`src/rtl/acc_rotate_pkg.sv`:
```
package acc_rotate_pkg;

    localparam int unsigned ROT_W = 8;

    localparam int unsigned FLG_CARRY = 0;
    localparam int unsigned FLG_SUB   = 1;
    localparam int unsigned FLG_PV    = 2;
    localparam int unsigned FLG_CPY3  = 3;
    localparam int unsigned FLG_HALF  = 4;
    localparam int unsigned FLG_CPY5  = 5;
    localparam int unsigned FLG_ZERO  = 6;
    localparam int unsigned FLG_SIGN  = 7;

    localparam logic [7:0] OPC_RLC = 8'h07;
    localparam logic [7:0] OPC_RRC = 8'h0F;
    localparam logic [7:0] OPC_RL  = 8'h17;
    localparam logic [7:0] OPC_RR  = 8'h1F;

    typedef enum logic [2:0] {
        ROT_NONE = 3'd0,
        ROT_RLC  = 3'd1,
        ROT_RRC  = 3'd2,
        ROT_RL   = 3'd3,
        ROT_RR   = 3'd4
    } rot_op_e;

    typedef struct packed {
        logic [ROT_W-1:0] acc;
        logic [ROT_W-1:0] flags;
        logic [3:0]       cycles;
        logic             valid;
    } rot_out_t;

endpackage

```
`src/rtl/acc_rotate_decode.sv`:
```
module acc_rotate_decode
    import acc_rotate_pkg::*;
(
    input  logic [7:0] opcode,
    output rot_op_e    op
);
    always_comb begin
        case (opcode)
            OPC_RLC: op = ROT_RLC;
            OPC_RRC: op = ROT_RRC;
            OPC_RL:  op = ROT_RL;
            OPC_RR:  op = ROT_RR;
            default: op = ROT_NONE;
        endcase
    end
endmodule

```
`src/rtl/acc_rotate_shift.sv`:
```
module acc_rotate_shift
    import acc_rotate_pkg::*;
#(
    parameter int unsigned W = ROT_W
) (
    input  rot_op_e      op,
    input  logic [W-1:0] acc_in,
    input  logic         carry_in,
    output logic [W-1:0] acc_out,
    output logic         carry_out
);
    localparam int unsigned MSB = W - 1;

    logic fill_left;
    logic fill_right;

    // Bit that enters the vacated end: the wrapped bit for circular
    // forms, the previous carry for the through-carry forms.
    assign fill_left  = (op == ROT_RL) ? carry_in : acc_in[MSB];
    assign fill_right = (op == ROT_RR) ? carry_in : acc_in[0];

    always_comb begin
        acc_out   = acc_in;
        carry_out = carry_in;
        case (op)
            ROT_RLC, ROT_RL: begin
                acc_out   = {acc_in[MSB-1:0], fill_left};
                carry_out = acc_in[MSB];
            end
            ROT_RRC, ROT_RR: begin
                acc_out   = {fill_right, acc_in[MSB:1]};
                carry_out = acc_in[0];
            end
            default: begin
                acc_out   = acc_in;
                carry_out = carry_in;
            end
        endcase
    end
endmodule

```
`src/rtl/acc_rotate_flags.sv`:
```
module acc_rotate_flags
    import acc_rotate_pkg::*;
#(
    parameter int unsigned W = ROT_W
) (
    input  logic         active,
    input  logic         carry_new,
    input  logic [W-1:0] flags_in,
    output logic [W-1:0] flags_out
);
    // Per-bit merge: carry takes the shifted-out bit, half-carry and
    // subtract are forced low, the rest pass through.
    for (genvar b = 0; b < W; b++) begin : g_bit
        if (b == FLG_CARRY) begin : g_carry
            assign flags_out[b] = active ? carry_new : flags_in[b];
        end else if (b == FLG_HALF || b == FLG_SUB) begin : g_clear
            assign flags_out[b] = active ? 1'b0 : flags_in[b];
        end else begin : g_keep
            assign flags_out[b] = flags_in[b];
        end
    end
endmodule

```
`src/rtl/acc_rotate_unit.sv`:
```
module acc_rotate_unit
    import acc_rotate_pkg::*;
#(
    parameter int unsigned ROT_CYCLES = 4,
    parameter int unsigned CYC_W      = 4
) (
    input  logic             clk,
    input  logic             rst_n,
    input  logic [7:0]       opcode_i,
    input  logic [ROT_W-1:0] acc_i,
    input  logic [ROT_W-1:0] flags_i,
    output logic [ROT_W-1:0] acc_o,
    output logic [ROT_W-1:0] flags_o,
    output logic [CYC_W-1:0] cycles_o,
    output logic             valid_o
);
    localparam logic [CYC_W-1:0] COST = CYC_W'(ROT_CYCLES);

    rot_op_e          op;
    logic             is_rot;
    logic [ROT_W-1:0] acc_rot;
    logic             carry_rot;
    logic [ROT_W-1:0] flags_mrg;

    rot_out_t out_d;
    rot_out_t out_q;

    acc_rotate_decode u_dec (
        .opcode (opcode_i),
        .op     (op)
    );

    assign is_rot = (op != ROT_NONE);

    acc_rotate_shift #(.W(ROT_W)) u_shift (
        .op        (op),
        .acc_in    (acc_i),
        .carry_in  (flags_i[FLG_CARRY]),
        .acc_out   (acc_rot),
        .carry_out (carry_rot)
    );

    acc_rotate_flags #(.W(ROT_W)) u_flags (
        .active    (is_rot),
        .carry_new (carry_rot),
        .flags_in  (flags_i),
        .flags_out (flags_mrg)
    );

    always_comb begin
        out_d.acc    = acc_rot;
        out_d.flags  = flags_mrg;
        out_d.cycles = is_rot ? COST : '0;
        out_d.valid  = is_rot;
    end

    always_ff @(posedge clk or negedge rst_n) begin
        if (!rst_n) begin
            out_q <= '0;
        end else begin
            out_q <= out_d;
        end
    end

    assign acc_o    = out_q.acc;
    assign flags_o  = out_q.flags;
    assign cycles_o = out_q.cycles[CYC_W-1:0];
    assign valid_o  = out_q.valid;
endmodule

```
`config.mk`:
```
export PLATFORM = sky130hd
export DESIGN_NAME = acc_rotate_unit
export DESIGN_NICKNAME = d
export VERILOG_FILES = /design/src/rtl/acc_rotate_pkg.sv /design/src/rtl/acc_rotate_decode.sv /design/src/rtl/acc_rotate_shift.sv /design/src/rtl/acc_rotate_flags.sv /design/src/rtl/acc_rotate_unit.sv
export SDC_FILE = /design/constraint.sdc
export NUM_CORES = 1
export LEC_CHECK = 0
export ABC_AREA = 1
export CORE_MARGIN = 2
export CORE_UTILIZATION = 41
export DETAILED_ROUTE_END_ITERATION = 7
export PLACE_DENSITY = 0.93
export SLEW_MARGIN = 10
export SYNTH_ARGS = -nofsm -noshare
export SYNTH_HDL_FRONTEND = slang
export SYNTH_SLANG_ARGS = --single-unit
```
`constraint.sdc`:
```
create_clock -name clk -period 1.2 [get_ports clk]
set_input_delay 0.12 -clock clk [delete_from_list [all_inputs] [get_ports clk]]
set_output_delay 0.12 -clock clk [all_outputs]
set_load 0.05 [all_outputs]
```
# After elaboration in Yosys (flattened, before gate mapping)
# Index checks and enable logic that the tools add are counted.
[classes] n_shift=0 add_sub_neg=0 eq_ne=8 order_cmp=0 bitwise_logic=0 reduce_logical=3 muxes=9 mul=0 div_mod_pow=0
[ops] operator="8-bit by 5-bit == test with 1-bit output (second input constant)" n=2
[ops] operator="8-bit one-hot mux with 2 select lines" n=1
[ops] operator="3-bit one-hot mux with 4 select lines" n=1
[ops] operator="8-bit by 3-bit == test with 1-bit output (second input constant)" n=1
[ops] operator="8-bit by 4-bit == test with 1-bit output (second input constant)" n=1
[ops] operator="3-bit by 2-bit == test with 1-bit output (second input constant)" n=2
[ops] operator="1-bit two-way mux" n=5
[ops] operator="2-bit OR reduction" n=2
[ops] operator="3-bit by 1-bit == test with 1-bit output (second input constant)" n=1
[ops] operator="3-bit == test (second input constant)" n=1
[ops] operator="3-bit two-way mux" n=1
[ops] operator="3-bit nonzero test" n=1
[ops] operator="1-bit one-hot mux with 2 select lines" n=1
[totals] n_memories=0 reg_bits=20 elab_cells=24 latchBits=0 ramBits=0 rom_bits=0

# Logic depth before layout (Yosys ltp)
# Gate-level depths: netlist of run 1.
[logic_depth] word_depth=6 mapped_depth=8 depth_no_buf=8

# Modules after synthesis
# Synthesis of run 1 repeated with hierarchy kept, for this count alone.
[unflattened] hier_cells=112 area_unflattened_um2=964.7
[by_module_without_submodules] mod="acc_rotate_unit" area_each_um2=470.5 instances=1 cells_per_inst=25 seq_area_each_um2=425.4
[by_module_without_submodules] mod="acc_rotate_shift" area_each_um2=332.8 instances=1 cells_per_inst=53 seq_area_each_um2=0.0
[by_module_without_submodules] mod="acc_rotate_decode" area_each_um2=93.8 instances=1 cells_per_inst=21 seq_area_each_um2=0.0
[by_module_without_submodules] mod="acc_rotate_flags" area_each_um2=67.6 instances=1 cells_per_inst=13 seq_area_each_um2=0.0

# Worst setup path before layout of run 1
# No wires, ideal clock.
[synth_path] path_kind="register to output" start="register out_q, in the netlist cycles_o[2]" end="output cycles_o[2]" required_ps=1080 path_slack_ps=194 stages_incl_launch_ff=2 arrival_ps=886 path_buffers=1 cell_sequence="dfrtp_1 > buf_4"
[synth_lines] element="start, declared" line_no="acc_rotate_unit.sv:26" source="rot_out_t out_q;"
[synth_lines] element="start signal, assigned" line_no="acc_rotate_unit.sv:61" source="out_q <= out_d;"
[synth_lines] element="end, declared" line_no="acc_rotate_unit.sv:14" source="output logic [CYC_W-1:0] cycles_o,"
# No word-level cell between the ends.

# Worst setup path in the final report of run 1
[layout_path] start="input opcode_i[7]" end="register out_q, in the netlist acc_o[1]"
[layout_between] elab_chain_cells=5
[layout_rtl] element="start, declared" line_no="acc_rotate_unit.sv:9" source="input logic [7:0] opcode_i,"
[layout_rtl] element="8-bit by 5-bit == test with 1-bit output, or another cell as far along" line_no="acc_rotate_decode.sv:8" source="case (opcode)"
[layout_rtl] element="3-bit one-hot mux with 4 select lines *" line_no="acc_rotate_decode.sv:8"
[layout_rtl] element="3-bit by 2-bit == test with 1-bit output, or another cell as far along" line_no="acc_rotate_shift.sv:25" source="case (op)"
[layout_rtl] element="2-bit OR reduction" line_no="acc_rotate_shift.sv:25"
[layout_rtl] element="8-bit one-hot mux with 2 select lines *" line_no="acc_rotate_shift.sv:25"
[layout_rtl] element="net acc_rot[1]" line_no="acc_rotate_unit.sv:21" source="logic [ROT_W-1:0] acc_rot;"
# The timed path passes the listed nets; every way through them passes the cells marked *.

==> results of run 1 <==
## critical path: cells and delay by family
family | cells | cell delay [ps]
AOI/OAI and AO/OA | 1 | 170
and+or+nand+nor | 4 | 340
buffers and inverters | 4 | 740
## cell usage after synthesis, types with 2 or more instances
| master | number | area [µm²] |
|---|---|---|
| nor2_4 | 2 | 22.5 |
| a21oi_1 | 7 | 35.0 |
| nand2_4 | 3 | 33.8 |
| inv_1 | 11 | 41.3 |
| inv_4 | 2 | 12.5 |
| buf_4 | 4 | 30.0 |
| nand2_1 | 23 | 86.3 |
| dfrtp_1 | 17 | 425 |
| nand2_2 | 2 | 12.5 |
| nor2_2 | 3 | 18.8 |
| nor2_1 | 9 | 33.8 |
| nand3_1 | 4 | 20.0 |
| nand4_1 | 2 | 12.5 |
| inv_2 | 3 | 11.3 |
## final cells by class
cell class                 instances  area share
timing repair buffer              47       0.415
sequential                        17       0.273
multi-input combinational         62       0.232
inverter                          16      0.0417
tap                               27      0.0217
clock buffer                       3      0.0144
clock inverter                     1     0.00321
## worst max-delay path by stage
stage	depth (start not counted)	slack (ps)	start	end
global route	9	-60	opcode_i[7]	acc_o[1]
detailed placement	9	-260	opcode_i[6]	acc_o[3]
CTS	9	10	opcode_i[5]	acc_o[6]
floorplan	1	190	cycles_o[2]	cycles_o[2]
finish	9	-4	opcode_i[7]	acc_o[1]
global placement	8	-170	opcode_i[1]	acc_o[2]
## through the flow
| step | setup TNS, ps | power, mW | area (µm²) | hold slack, ps |
|---|---|---|---|---|
| floorplan | 0 | 0.822 | 872 | -176 |
| global placement | -1680 | 1.07 | 1490 | 458 |
| detailed placement | -2770 | 1.09 | 1490 | 468 |
| CTS | 0 | 1.39 | 1520 | 155 |
| global route | -90.2 | 1.43 | 1560 | 173 |
| finish | -4.33 | 1.39 | 1560 | 145 |
## cells by family after synthesis
group / after synthesis / synth area share
simple gates: 52 / 0.353
buf+inv: 20 / 0.110
flops: 17 / 0.492
compound gates: 7 / 0.0405
other cells: 1 / 0.00434
## report_power, final
| part | total [mW] | switching, mW | internal [mW] |
|---|---|---|---|
| clock network | 0.309 | 0.185 | 0.124 |
| logic | 0.452 | 0.237 | 0.215 |
| registers | 0.632 | 0.0284 | 0.603 |
## flip-flops by register name, summed over array words and instances, names as in the netlist
| register | cells |
|---|---|
| acc_o | 8 |
| flags_o | 8 |
| cycles_o | 1 |
## routing by layer
layer | track usage | vias up | share of wire
li1 | - | 384 | -
met1 | 0.238 | 389 | 0.33
met2 | 0.416 | 66 | 0.52
met3 | 0.0636 | 10 | 0.099
met4 | 0.153 | 0 | 0.042
met5 | 0 | - | 0
## timing repair
item	4_1_cts	5_1_grt
setup buffers	0	3
resized for setup	2	5
setup endpoints to repair	1	4
pin swaps	1	5
==> reports/qor.csv, run 1 <==
stage,metric,value,unit
routing,initial drt markers,34,
routing,total wire length,2760,µm
global_routing,largest net degree at the start of global routing,18,
clock_tree,TritonCTS buffer count,3,
logic_synthesis,"flops & latches, synth",17,
routing,Via density,4.91,
logic_synthesis,Post-synth EDFFs,0,
clock_tree,CTS Sinks,17,
routing,antenna-violating nets left,0,
final_layout,layout cells sized above 1,0.315,
sta,Final period util,1.00,
floorplan,chip height,49.9,µm
critical_path,worst-path fanout max,8,
final_layout,Nets,173,
clock_tree,CTS Hold Bufs,0,
outcome,violated checks,negative setup slack,
logic_synthesis,syn_area_per_cell,8.91,µm²
logic_synthesis,register area share after synthesis,0.492,
sta,Setup-failing EPs final,1,
critical_path,"slowest stage delay, CP",470,ps
global_routing,GRT Overall Usage,0.234,
floorplan,core area,0.00198,mm²
placed_design,PortBufs,43,
logic_synthesis,Syn Inst Count,97,
sta,final slew viol count,0,
final_layout,Fillers,109,
logic_synthesis,ys flop type,dfrtp_1,
routing,DR pass1 iterations,4,
critical_path,crit path cell chain,clkdlybuf4s50_1 -> inv_2 -> nand2_4 -> inv_1 -> nand3_4 -> nand2_8 -> buf_4 -> a21oi_1 -> nand2_1,
worst_hold_path,Hold Crit Class,in -> async,
critical_path,Worst EP arrival,1380,ps
sta,final hold violations,0,
outcome,status,"finished, violations left",
final_layout,Multi-input gate area,362,µm²
routing,vias,849,
power,Pleak,0.812,nW
critical_path,Slowest cell on crit path,clkdlybuf4s50_1,
routing,# DRC,0,
final_layout,Ant. Diodes,0,
logic_synthesis,Post-synth ARST share,1.00,
logic_synthesis,Yosys warnings,0,
clock_tree,clk slew on worst S/H paths,100,ps
critical_path,critical path class,in -> reg,
placed_design,Inst Count DP,166,
clock_tree,CTS tree,done,
final_layout,post-route insts no fill,173,
global_routing,first-pass GRT wire length,4130,µm
sta,fin worst setup slack,-4.33,ps
power,Pwr per Cell Area,893,mW/mm²
global_routing,vias in the first global route,828,
power,peak supply drop,0.571,mV
placed_design,Place WS,-264,ps
final_layout,utilization after layout,0.787,
clock_tree,clock buffer depth,2,
logic_synthesis,"Distinct cells, synth",19,
sta,Period minus WS final,1200,ps
floorplan,die width,49.9,µm
final_layout,sequential cell area,425,µm²
final_layout,most frequent cells in the layout,"nand2_1 (22), clkdlybuf4s50_1 (21), buf_12 (18)",
floorplan,IO Count,47,
clock_tree,H-tree Lvls,1,
floorplan,full die area,0.00249,mm²
placed_design,hpwl dp,2060,µm
global_routing,initial antenna violation count,0,
critical_path,CP Capture Type,flip-flop,
job,Max-cap violations,0,
routing,routed length per placed instance,16.0,µm
final_layout,"commonest non-fill, non-tap cell in the layout",nand2_1,
placed_design,Final Wtd Congestion,0.822,
critical_path,Worst Setup Start Kind,primary input,
floorplan,Starting Density,0.436,
critical_path,"Req. time, crit path",1380,ps
sta,fmax,830,MHz
global_routing,total grt overflow,0,
logic_synthesis,Synth Cell Area,865,µm²
clock_tree,Root Buffer,clkbuf_4,
floorplan,std cell rows,16,
final_layout,Area Growth Syn to Fin,80.5,%
(Power assumes the default switching activity.)
==> run 2, diff against run 1 <==
--- a/config.mk
+++ b/config.mk
@@ -6,7 +6,7 @@
 export NUM_CORES = 1
 export LEC_CHECK = 0
 export ABC_AREA = 1
-export CORE_MARGIN = 2
+export CORE_MARGIN = 3
 export CORE_UTILIZATION = 41
 export DETAILED_ROUTE_END_ITERATION = 7
 export PLACE_DENSITY = 0.93
==> reports/qor.csv, run 2 (synthesis results as in run 1) <==
stage,metric,value,unit
sta,RSZ-0062 raised after global routing,yes,
sta,final hold violations,0,
sta,Setup-failing EPs final,0,
critical_path,"Req. time, crit path",1370,ps
sta,Final period util,0.995,
clock_tree,TritonCTS buffer count,3,
placed_design,Final Wtd Congestion,0.882,
final_layout,most frequent cells in the layout,"clkdlybuf4s50_1 (23), nand2_1 (21), buf_12 (18)",
floorplan,IO Count,47,
placed_design,DP Area,0.00149,mm²
sta,Period minus WS final,1190,ps
routing,total wire length,2440,µm
global_routing,met1 usage,0.207,
critical_path,Worst Setup Start Kind,primary input,
global_routing,vias in the first global route,823,
global_routing,busiest grt layer,met2,
global_routing,M2 GR Usage,0.339,
clock_tree,clock buffer depth,2,
routing,initial drt markers,41,
floorplan,chip height,51.9,µm
clock_tree,CTS tree,done,
final_layout,Area Growth Syn to Fin,80.9,%
routing,routed length per placed instance,14.3,µm
clock_tree,Root Buffer,clkbuf_4,
power,Pleak,0.805,nW
final_layout,Nets,173,
power,peak supply drop,0.549,mV
job,Max-cap violations,0,
sta,final slew viol count,0,
final_layout,utilization after layout,0.842,
worst_hold_path,Hold Crit Class,in -> async,
floorplan,die width,51.9,µm
clock_tree,clk slew on worst S/H paths,100,ps
final_layout,"commonest non-fill, non-tap cell in the layout",clkdlybuf4s50_1,
floorplan,std cell rows,15,
critical_path,Worst EP arrival,1370,ps
floorplan,core area,0.00186,mm²
routing,Via density,5.08,
routing,# DRC,0,
global_routing,grt met3 use,0.0630,
routing,DR pass1 iterations,4,
final_layout,Final Cell Area,0.00156,mm²
global_routing,initial antenna violation count,0,
clock_tree,CTS Sinks,17,
final_layout,Ant. Diodes,0,
placed_design,hpwl dp,1800,µm
routing,vias,868,
final_layout,layout cells sized above 1,0.322,
routing,antenna-violating nets left,0,
global_routing,GRT Overall Usage,0.189,
clock_tree,H-tree Lvls,1,
clock_tree,CTS Hold Bufs,0,
critical_path,worst-path fanout max,5,
floorplan,Starting Density,0.465,
global_routing,total grt overflow,0,
floorplan,full die area,0.00270,mm²
sta,fmax,837,MHz
global_routing,first-pass GRT wire length,3750,µm
placed_design,PortBufs,43,
critical_path,critical path class,in -> reg,
critical_path,CP Capture Type,flip-flop,
outcome,status,completed,
power,Pwr per Cell Area,879,mW/mm²
global_routing,largest net degree at the start of global routing,18,
-- run 2: cell type report --
type | instances | area, µm²
inverter | 16 | 65.1
sequential | 17 | 425
timing repair buffer | 46 | 638
fill | 88 | 294
clock buffer | 3 | 22.5
clock inverter | 1 | 5.00
multi-input combinational | 63 | 377
tap | 25 | 31.3
-- run 2: metrics by stage --
stage | setup WS (ps) | hold slack, ps | total power [mW] | setup TNS (ps) | std cells
final | 5.75 | 159 | 1.37 | 0 | 171
after global routing | -42.6 | 167 | 1.43 | -200 | 171
after CTS | 56.2 | 164 | 1.37 | 0 | 168
after detailed placement | -216 | 468 | 1.08 | -2250 | 164
after global placement | -168 | 458 | 1.07 | -1670 | 164
after floorplan | 194 | -176 | 0.822 | 0 | 99
-- run 2: what timing repair did --
action,CTS,global route
resized for setup,0,6
setup buffers,0,2
endpoints found under the setup margin,0,2
-- run 2: worst paths after layout --
path                              from          to  slack (ps)  cells after the start
min in group clk            flags_i[6]  flags_o[6]         270                      1
max                        opcode_i[6]    acc_o[3]           6                      9
max in group asynchronous        rst_n  flags_o[2]         860                      2
min                              rst_n  flags_o[6]         160                      2
-- run 2: where the power goes --
part / total (mW) / switching (mW) / internal, mW
logic: 0.449 / 0.233 / 0.217
clock network: 0.296 / 0.173 / 0.123
registers: 0.630 / 0.0263 / 0.603
-- run 2: worst max-delay path, cell delays in order --
cell and delay (ps):
clkdlybuf4s50_1 490, inv_2 50, nand2_4 80, inv_1 80, nand3_4 110, buf_4 140, nand2_4 70, a21oi_1 150
nand2_1 70
-- run 2: layer usage --
metal	share of wire	vias to the layer above
li1	-	387
met1	0.36	407
met2	0.50	66
met3	0.12	8
met4	0.019	0
met5	0	-
==> run 3, diff against run 2 <==
--- a/config.mk
+++ b/config.mk
@@ -6,7 +6,7 @@
 export NUM_CORES = 1
 export LEC_CHECK = 0
 export ABC_AREA = 1
-export CORE_MARGIN = 3
+export CORE_MARGIN = 2
 export CORE_UTILIZATION = 41
 export DETAILED_ROUTE_END_ITERATION = 7
 export PLACE_DENSITY = 0.93
==> results of run 3 <==
Final layout, timing and power as in run 1 (identical DEF).
